<file path="config.mk">
export PLATFORM = sky130hd
export DESIGN_NAME = spi_os_periph
export DESIGN_NICKNAME = d
export VERILOG_FILES = /design/src/rtl/spi_os_pkg.sv /design/src/rtl/spi_os_sync.sv /design/src/rtl/spi_os_edge.sv /design/src/rtl/spi_os_rx.sv /design/src/rtl/spi_os_tx.sv /design/src/rtl/spi_os_periph.sv
export SDC_FILE = /design/constraint.sdc
export NUM_CORES = 1
export LEC_CHECK = 0
export ABC_CLOCK_PERIOD_IN_PS = 1450
export CORE_AREA = 8 8 82 84
export DETAILED_ROUTE_END_ITERATION = 6
export DIE_AREA = 0 0 90 92
export PLACE_DENSITY = 0.51
export SLEW_MARGIN = 20
export SYNTH_ARGS = -nofsm -noshare
export SYNTH_HDL_FRONTEND = slang
export SYNTH_HIERARCHICAL = 1
export SYNTH_SLANG_ARGS = --single-unit
</file>
<file path="constraint.sdc">
create_clock -name clk -period 1.45 [get_ports clk]
set_input_delay 0.145 -clock clk [delete_from_list [all_inputs] [get_ports clk]]
set_output_delay 0.145 -clock clk [all_outputs]
set_load 0.01 [all_outputs]
</file>
<file path="src/rtl/spi_os_pkg.sv">
package spi_os_pkg;

    // Bundle of the three SPI pins that travel through the synchroniser together.
    typedef struct packed {
        logic sck;
        logic cs_n;
        logic mosi;
    } spi_pins_t;

    // Value the synchroniser holds in reset: clock low, deselected, data low.
    localparam spi_pins_t PINS_IDLE = '{sck: 1'b0, cs_n: 1'b1, mosi: 1'b0};

    // Edge events derived from two successive clock samples.
    typedef struct packed {
        logic rise;
        logic fall;
    } sck_edge_t;

    function automatic sck_edge_t find_edges(input logic now_s, input logic prev_s);
        sck_edge_t e;
        e.rise = now_s & ~prev_s;
        e.fall = ~now_s & prev_s;
        return e;
    endfunction

endpackage

</file>
<file path="src/rtl/spi_os_sync.sv">
module spi_os_sync
    import spi_os_pkg::*;
#(
    parameter int unsigned SYNC_STAGES = 2
) (
    input  logic      clk,
    input  logic      rst,
    input  spi_pins_t pin_i,
    output spi_pins_t sync_o
);

    spi_pins_t stage_q [SYNC_STAGES];

    genvar g;
    generate
        for (g = 0; g < SYNC_STAGES; g++) begin : g_stage
            if (g == 0) begin : g_first
                always_ff @(posedge clk) begin
                    if (rst) stage_q[g] <= PINS_IDLE;
                    else     stage_q[g] <= pin_i;
                end
            end else begin : g_next
                always_ff @(posedge clk) begin
                    if (rst) stage_q[g] <= PINS_IDLE;
                    else     stage_q[g] <= stage_q[g-1];
                end
            end
        end
    endgenerate

    assign sync_o = stage_q[SYNC_STAGES-1];

endmodule

</file>
<file path="src/rtl/spi_os_edge.sv">
module spi_os_edge
    import spi_os_pkg::*;
(
    input  logic      clk,
    input  logic      rst,
    input  logic      sck_s,
    output sck_edge_t edge_o
);

    logic sck_prev;

    always_ff @(posedge clk) begin
        if (rst) sck_prev <= 1'b0;
        else     sck_prev <= sck_s;
    end

    assign edge_o = find_edges(sck_s, sck_prev);

endmodule

</file>
<file path="src/rtl/spi_os_rx.sv">
module spi_os_rx #(
    parameter int unsigned DATA_W = 8
) (
    input  logic              clk,
    input  logic              rst,
    input  logic              desel,
    input  logic              rise,
    input  logic              din,
    output logic [DATA_W-1:0] byte_o,
    output logic              byte_stb,
    output logic              at_boundary
);

    localparam int unsigned CNT_W = (DATA_W > 1) ? $clog2(DATA_W) : 1;
    localparam logic [CNT_W-1:0] LAST_BIT = CNT_W'(DATA_W - 1);

    logic [CNT_W-1:0]  bit_idx;
    logic [DATA_W-1:0] shreg;
    logic [DATA_W-1:0] shifted;

    assign shifted = {shreg[DATA_W-2:0], din};

    always_ff @(posedge clk) begin
        if (rst) begin
            bit_idx  <= '0;
            shreg    <= '0;
            byte_o   <= '0;
            byte_stb <= 1'b0;
        end else begin
            byte_stb <= 1'b0;
            if (desel) begin
                bit_idx <= '0;
            end else if (rise) begin
                shreg <= shifted;
                if (bit_idx == LAST_BIT) begin
                    bit_idx  <= '0;
                    byte_o   <= shifted;
                    byte_stb <= 1'b1;
                end else begin
                    bit_idx <= bit_idx + 1'b1;
                end
            end
        end
    end

    assign at_boundary = (bit_idx == '0);

endmodule

</file>
<file path="src/rtl/spi_os_tx.sv">
module spi_os_tx #(
    parameter int unsigned DATA_W = 8
) (
    input  logic              clk,
    input  logic              rst,
    input  logic              desel,
    input  logic              fall,
    input  logic              at_boundary,
    input  logic              load,
    input  logic [DATA_W-1:0] load_data,
    output logic              dout
);

    logic [DATA_W-1:0] hold_q;
    logic [DATA_W-1:0] shreg;

    always_ff @(posedge clk) begin
        if (rst) hold_q <= '0;
        else if (load) hold_q <= load_data;
    end

    always_ff @(posedge clk) begin
        if (rst) begin
            shreg <= '0;
        end else if (desel) begin
            shreg <= hold_q;
        end else if (fall) begin
            if (at_boundary) shreg <= hold_q;
            else             shreg <= {shreg[DATA_W-2:0], 1'b0};
        end
    end

    assign dout = desel ? 1'b0 : shreg[DATA_W-1];

endmodule

</file>
<file path="src/rtl/spi_os_periph.sv">
module spi_os_periph
    import spi_os_pkg::*;
#(
    parameter int unsigned DATA_W      = 8,
    parameter int unsigned SYNC_STAGES = 2
) (
    input  logic              clk,
    input  logic              rst,
    input  logic              sck,
    input  logic              cs_n,
    input  logic              mosi,
    output logic              miso,
    output logic [DATA_W-1:0] rx_data,
    output logic              rx_valid,
    input  logic [DATA_W-1:0] tx_data,
    input  logic              tx_load
);

    spi_pins_t pins_raw;
    spi_pins_t pins_s;
    sck_edge_t sck_ev;
    logic      cs_sync;
    logic      sck_rise;
    logic      sck_fall;
    logic      byte_edge;

    assign pins_raw = '{sck: sck, cs_n: cs_n, mosi: mosi};

    spi_os_sync #(.SYNC_STAGES(SYNC_STAGES)) u_sync (
        .clk    (clk),
        .rst    (rst),
        .pin_i  (pins_raw),
        .sync_o (pins_s)
    );

    spi_os_edge u_edge (
        .clk    (clk),
        .rst    (rst),
        .sck_s  (pins_s.sck),
        .edge_o (sck_ev)
    );

    assign cs_sync  = pins_s.cs_n;
    assign sck_rise = sck_ev.rise;
    assign sck_fall = sck_ev.fall;

    spi_os_rx #(.DATA_W(DATA_W)) u_rx (
        .clk         (clk),
        .rst         (rst),
        .desel       (cs_sync),
        .rise        (sck_rise),
        .din         (pins_s.mosi),
        .byte_o      (rx_data),
        .byte_stb    (rx_valid),
        .at_boundary (byte_edge)
    );

    spi_os_tx #(.DATA_W(DATA_W)) u_tx (
        .clk         (clk),
        .rst         (rst),
        .desel       (cs_sync),
        .fall        (sck_fall),
        .at_boundary (byte_edge),
        .load        (tx_load),
        .load_data   (tx_data),
        .dout        (miso)
    );

endmodule

</file>
==> impl_metrics.env <==
export IMPL_share_of_cells_above_drive_strength_1_pct=16.59
export IMPL_initial_utilization_pct=30.44
export IMPL_netlist_area_leader_share_pct=51.10
export IMPL_place_hpwl_microns=2101
export IMPL_grt_setup_unrepaired="yes"
export IMPL_pre_cts_ws_ns=-0.06231
export IMPL_fp_row_count=27
export IMPL_placement_io_buffers=23
export IMPL_yosys_cell_types_count=27
export IMPL_antenna_found_initial=0
export IMPL_p_leak_uw=0.0007850
export IMPL_timing_worst_setup_path_type="flop to flop"
export IMPL_gr_util_all_layers_pct=7.774
export IMPL_timing_max_slew_rel_slack_pct=83.51
export IMPL_grt_pass1_wl_microns=5402
export IMPL_crit_end="u_tx/shreg[7]"
export IMPL_max_freq_ghz=0.7153
export IMPL_yosys_warnings=6
export IMPL_cts_num_sinks=42
export IMPL_post_cts_buffers=0
export IMPL_cts_htree_levels=2
export IMPL_synth_ff_latch_count=42
export IMPL_critPathLaunch="u_rx/bit_idx[0]"
export IMPL_post_layout_total_power_uw=2440
export IMPL_most_common_library_cell_in_the_layout_ignoring_fill_and_taps="dfxtp_1"
export IMPL_final_cells=277
export IMPL_die_height_microns=92
export IMPL_arrival_time_of_the_worst_setup_path_ns=1.58
export IMPL_finalNetCount=221
export IMPL_cts_reportedPaths_clkPinSlew_ns=0.08
export IMPL_r2r_setup_slack_ns=0.05
export IMPL_fp_coreArea_sq_um=5405
export IMPL_proportion_of_synthesized_chip_area_in_sequential_cells_pct=51.10
export IMPL_detailed_routing_iteration_count_for_the_pre_antenna_repair_pass=4
export IMPL_cp_slowest_stage_delay_ns=0.36
export IMPL_timing_max_transition_violations_final=0
export IMPL_place_congestion=0.7522
export IMPL_drtIter0Drc=67
export IMPL_worst_case_vdd_ir_drop_mv=0.6366
export IMPL_final_cell_mix="dfxtp_1, nand2_1, clkdlybuf4s50_1"
export IMPL_dr_total_vias=1222
export IMPL_crit_required_ns=1.63
export IMPL_cell_accounting_for_the_most_synthesized_area="dfxtp_1"
export IMPL_avgSynthCellArea_sq_um=9.348
export IMPL_status="completed"
export IMPL_place_inst=269
export IMPL_maximum_number_of_pins_on_one_net_before_global_route_repair=38
export IMPL_report_final_setup_viol=0
export IMPL_critPathCaptureType="flop"
export IMPL_critical_path_cell_list="inv_1, ha_1, nor2b_4, or3b_1, a21oi_1, nor3_1"
export IMPL_synth_net_count=193
export IMPL_ctsRootBufferMaster="clkbuf_8"
export IMPL_gr_total_overflow=0
export IMPL_multiInputGateArea_sq_um=740.7
export IMPL_crit_fanout=8
export IMPL_grtUsageMet1_pct=9.130
export IMPL_worst_r2r_endpoint="u_tx/shreg[7]"
export IMPL_tritoncts="done"
export IMPL_holdCritPathClass="primary input to flop"
export IMPL_met2_usage_pct=12.58
export IMPL_number_of_max_capacitance_violations_reported=0
export IMPL_average_vias_per_placed_instance=4.412
export IMPL_count_of_antenna_diodes_in_the_layout=0
export IMPL_detail_route_drc_violations=0
export IMPL_io_pins=24
export IMPL_register_area_sq_um=840.8
export IMPL_finalWorstSetupSlack_ns=0.05199
export IMPL_worst_r2r_cell_count=6
export IMPL_worst_slew_pin_transition_ns=0.2468
export IMPL_cpMaxStageDelayCell="or3b_1"
export IMPL_nFillCells=567
export IMPL_post_synth_inst_count=176
export IMPL_hold_viol=0
export IMPL_finalClockSkew_ns=0.007508
export IMPL_cts_max_path_buffers=2
export IMPL_avgRoutedWirePerCell_microns=10.98
export IMPL_finalWorstPathRequiredPeriod_ns=1.398
export IMPL_grt_pass1_vias=1189
export IMPL_cts_made_buffers=5
export IMPL_postPlaceCellArea_sq_um=1962
export IMPL_worst_r2r_startpoint="u_rx/bit_idx[0]"
export IMPL_globalRoute_busiestLayer="met2"
export IMPL_die_area_sq_um=8280
export IMPL_die_x_microns=90
export IMPL_power_density_nw_per_um2=1154
export IMPL_launching_element_type_of_the_critical_path="flop"
export IMPL_syn_to_final_growth_pct=28.52
export IMPL_wirelength_microns=3042
export IMPL_clock_insertion_delay_worst_skew_ns=0.29
export IMPL_post_route_period_util_pct=96.41
export IMPL_yosys_top_cells_area="dfxtp_1, nand2_1, mux2i_1"
export IMPL_route_antenna_remaining_nets=0
export IMPL_design_area_sq_um=2115
export IMPL_mappedNetlistArea_sq_um=1645
export IMPL_grtUsageMet3_pct=2.771
export IMPL_hold_buffers=0
==> cells by family after synthesis <==
family | share of synthesized area, %
buffers and inverters | 4.867
flip-flops | 51.10
AND/OR/NAND/NOR | 23.35
multiplexers | 6.084
AO/OA/AOI/OAI | 12.32
adder cells (fa/ha/maj) | 2.282
==> registers in the layout (all words and copies together) (netlist names) <==
| signal | cells |
|---|---|
| u_edge/sck_prev | 1 |
| u_rx/byte_stb | 1 |
| u_rx/shreg | 7 |
| u_sync/stage_q | 6 |
| u_rx/byte_o | 8 |
| u_tx/shreg | 8 |
| u_tx/hold_q | 8 |
| u_rx/bit_idx | 3 |
==> cell type report <==
| type | count | share of cell area, % |
|---|---|---|
| timing repair buffer | 30 | 13.91 |
| clock inverter | 3 | 3.254 |
| tap | 72 | 4.260 |
| clock buffer | 5 | 3.254 |
| multi-input combinational | 122 | 35.03 |
| sequential | 42 | 39.76 |
| inverter | 3 | 0.5325 |
==> Yosys cell counts <==
cell type and count:
buf_2 4, or2_1 2, a21oi_2 8, and3b_1 1
inv_1 3, and2b_1 1, nor2_1 16, nor2_4 1
ha_1 3, mux2i_1 10, nand3b_2 1, or2b_4 1
a21oi_1 10, clkbuf_1 1, or2_4 1, or3b_1 1
o21ai_0 6, nor3_1 5, buf_6 4, a311oi_1 6
nand2_1 36, dfxtp_1 42, nand3b_1 1, or2_2 1
nor3b_1 1, nor2b_1 9, nand2_2 1
==> report_power, final <==
part / switching (uW) / internal, uW / leakage, uW
Combinational: 60.6 / 78.1 / 0.000374
Sequential: 17.0 / 1190 / 0.000342
Clock: 408 / 690 / 0.0000683
==> per-stage QoR <==
| step | util, % | setup TNS, ns | hold WS (ns) |
|---|---|---|---|
| finish | 39.12 | 0 | 0.4038 |
| global route | 39.12 | -0.02377 | 0.4114 |
| CTS | 38.89 | 0 | 0.3915 |
| detailed placement | 36.30 | -0.3577 | 0.4076 |
| global placement | 36.30 | -0.08610 | 0.3900 |
| floorplan | - | 0 | 0.2166 |
==> worst max-delay path: cells and delay by family (launching register included) <==
family	cells	cell delay, ns
and+or+nand+nor	3	0.57
buffers and inverters	1	0.04
DFF	1	0.33
adders and majority gates	1	0.19
AOI/OAI and AO/OA	1	0.15
==> repair_timing <==
| action | 4_1_cts | 5_1_grt |
|---|---|---|
| resized for setup | 3 | 4 |
| pin swaps | 0 | 1 |
| setup endpoints to repair | 16 | 12 |
==> worst min path at each step <==
| stage | startpoint | end | cells after the start |
|---|---|---|---|
| 6_report | mosi | u_sync/stage_q[0][0] | 2 |
| 5_1_grt | sck | u_sync/stage_q[0][2] | 2 |
| 4_1_cts | sck | u_sync/stage_q[0][2] | 2 |
| 3_5_place_dp | u_sync/stage_q[0][1] | u_sync/stage_q[1][1] | 1 |
| 3_3_place_gp | u_sync/stage_q[0][1] | u_sync/stage_q[1][1] | 1 |
| 2_1_floorplan | rst | u_edge/sck_prev | 1 |
==> per-layer routing <==
metal / part of all wire [%] / routed length, microns
met5: 0 / 0
met3: 3.8 / 115
met4: 1.3 / 39
met2: 47 / 1417
met1: 48 / 1469
No activity file was read; power rests on OpenSTA's default activity.
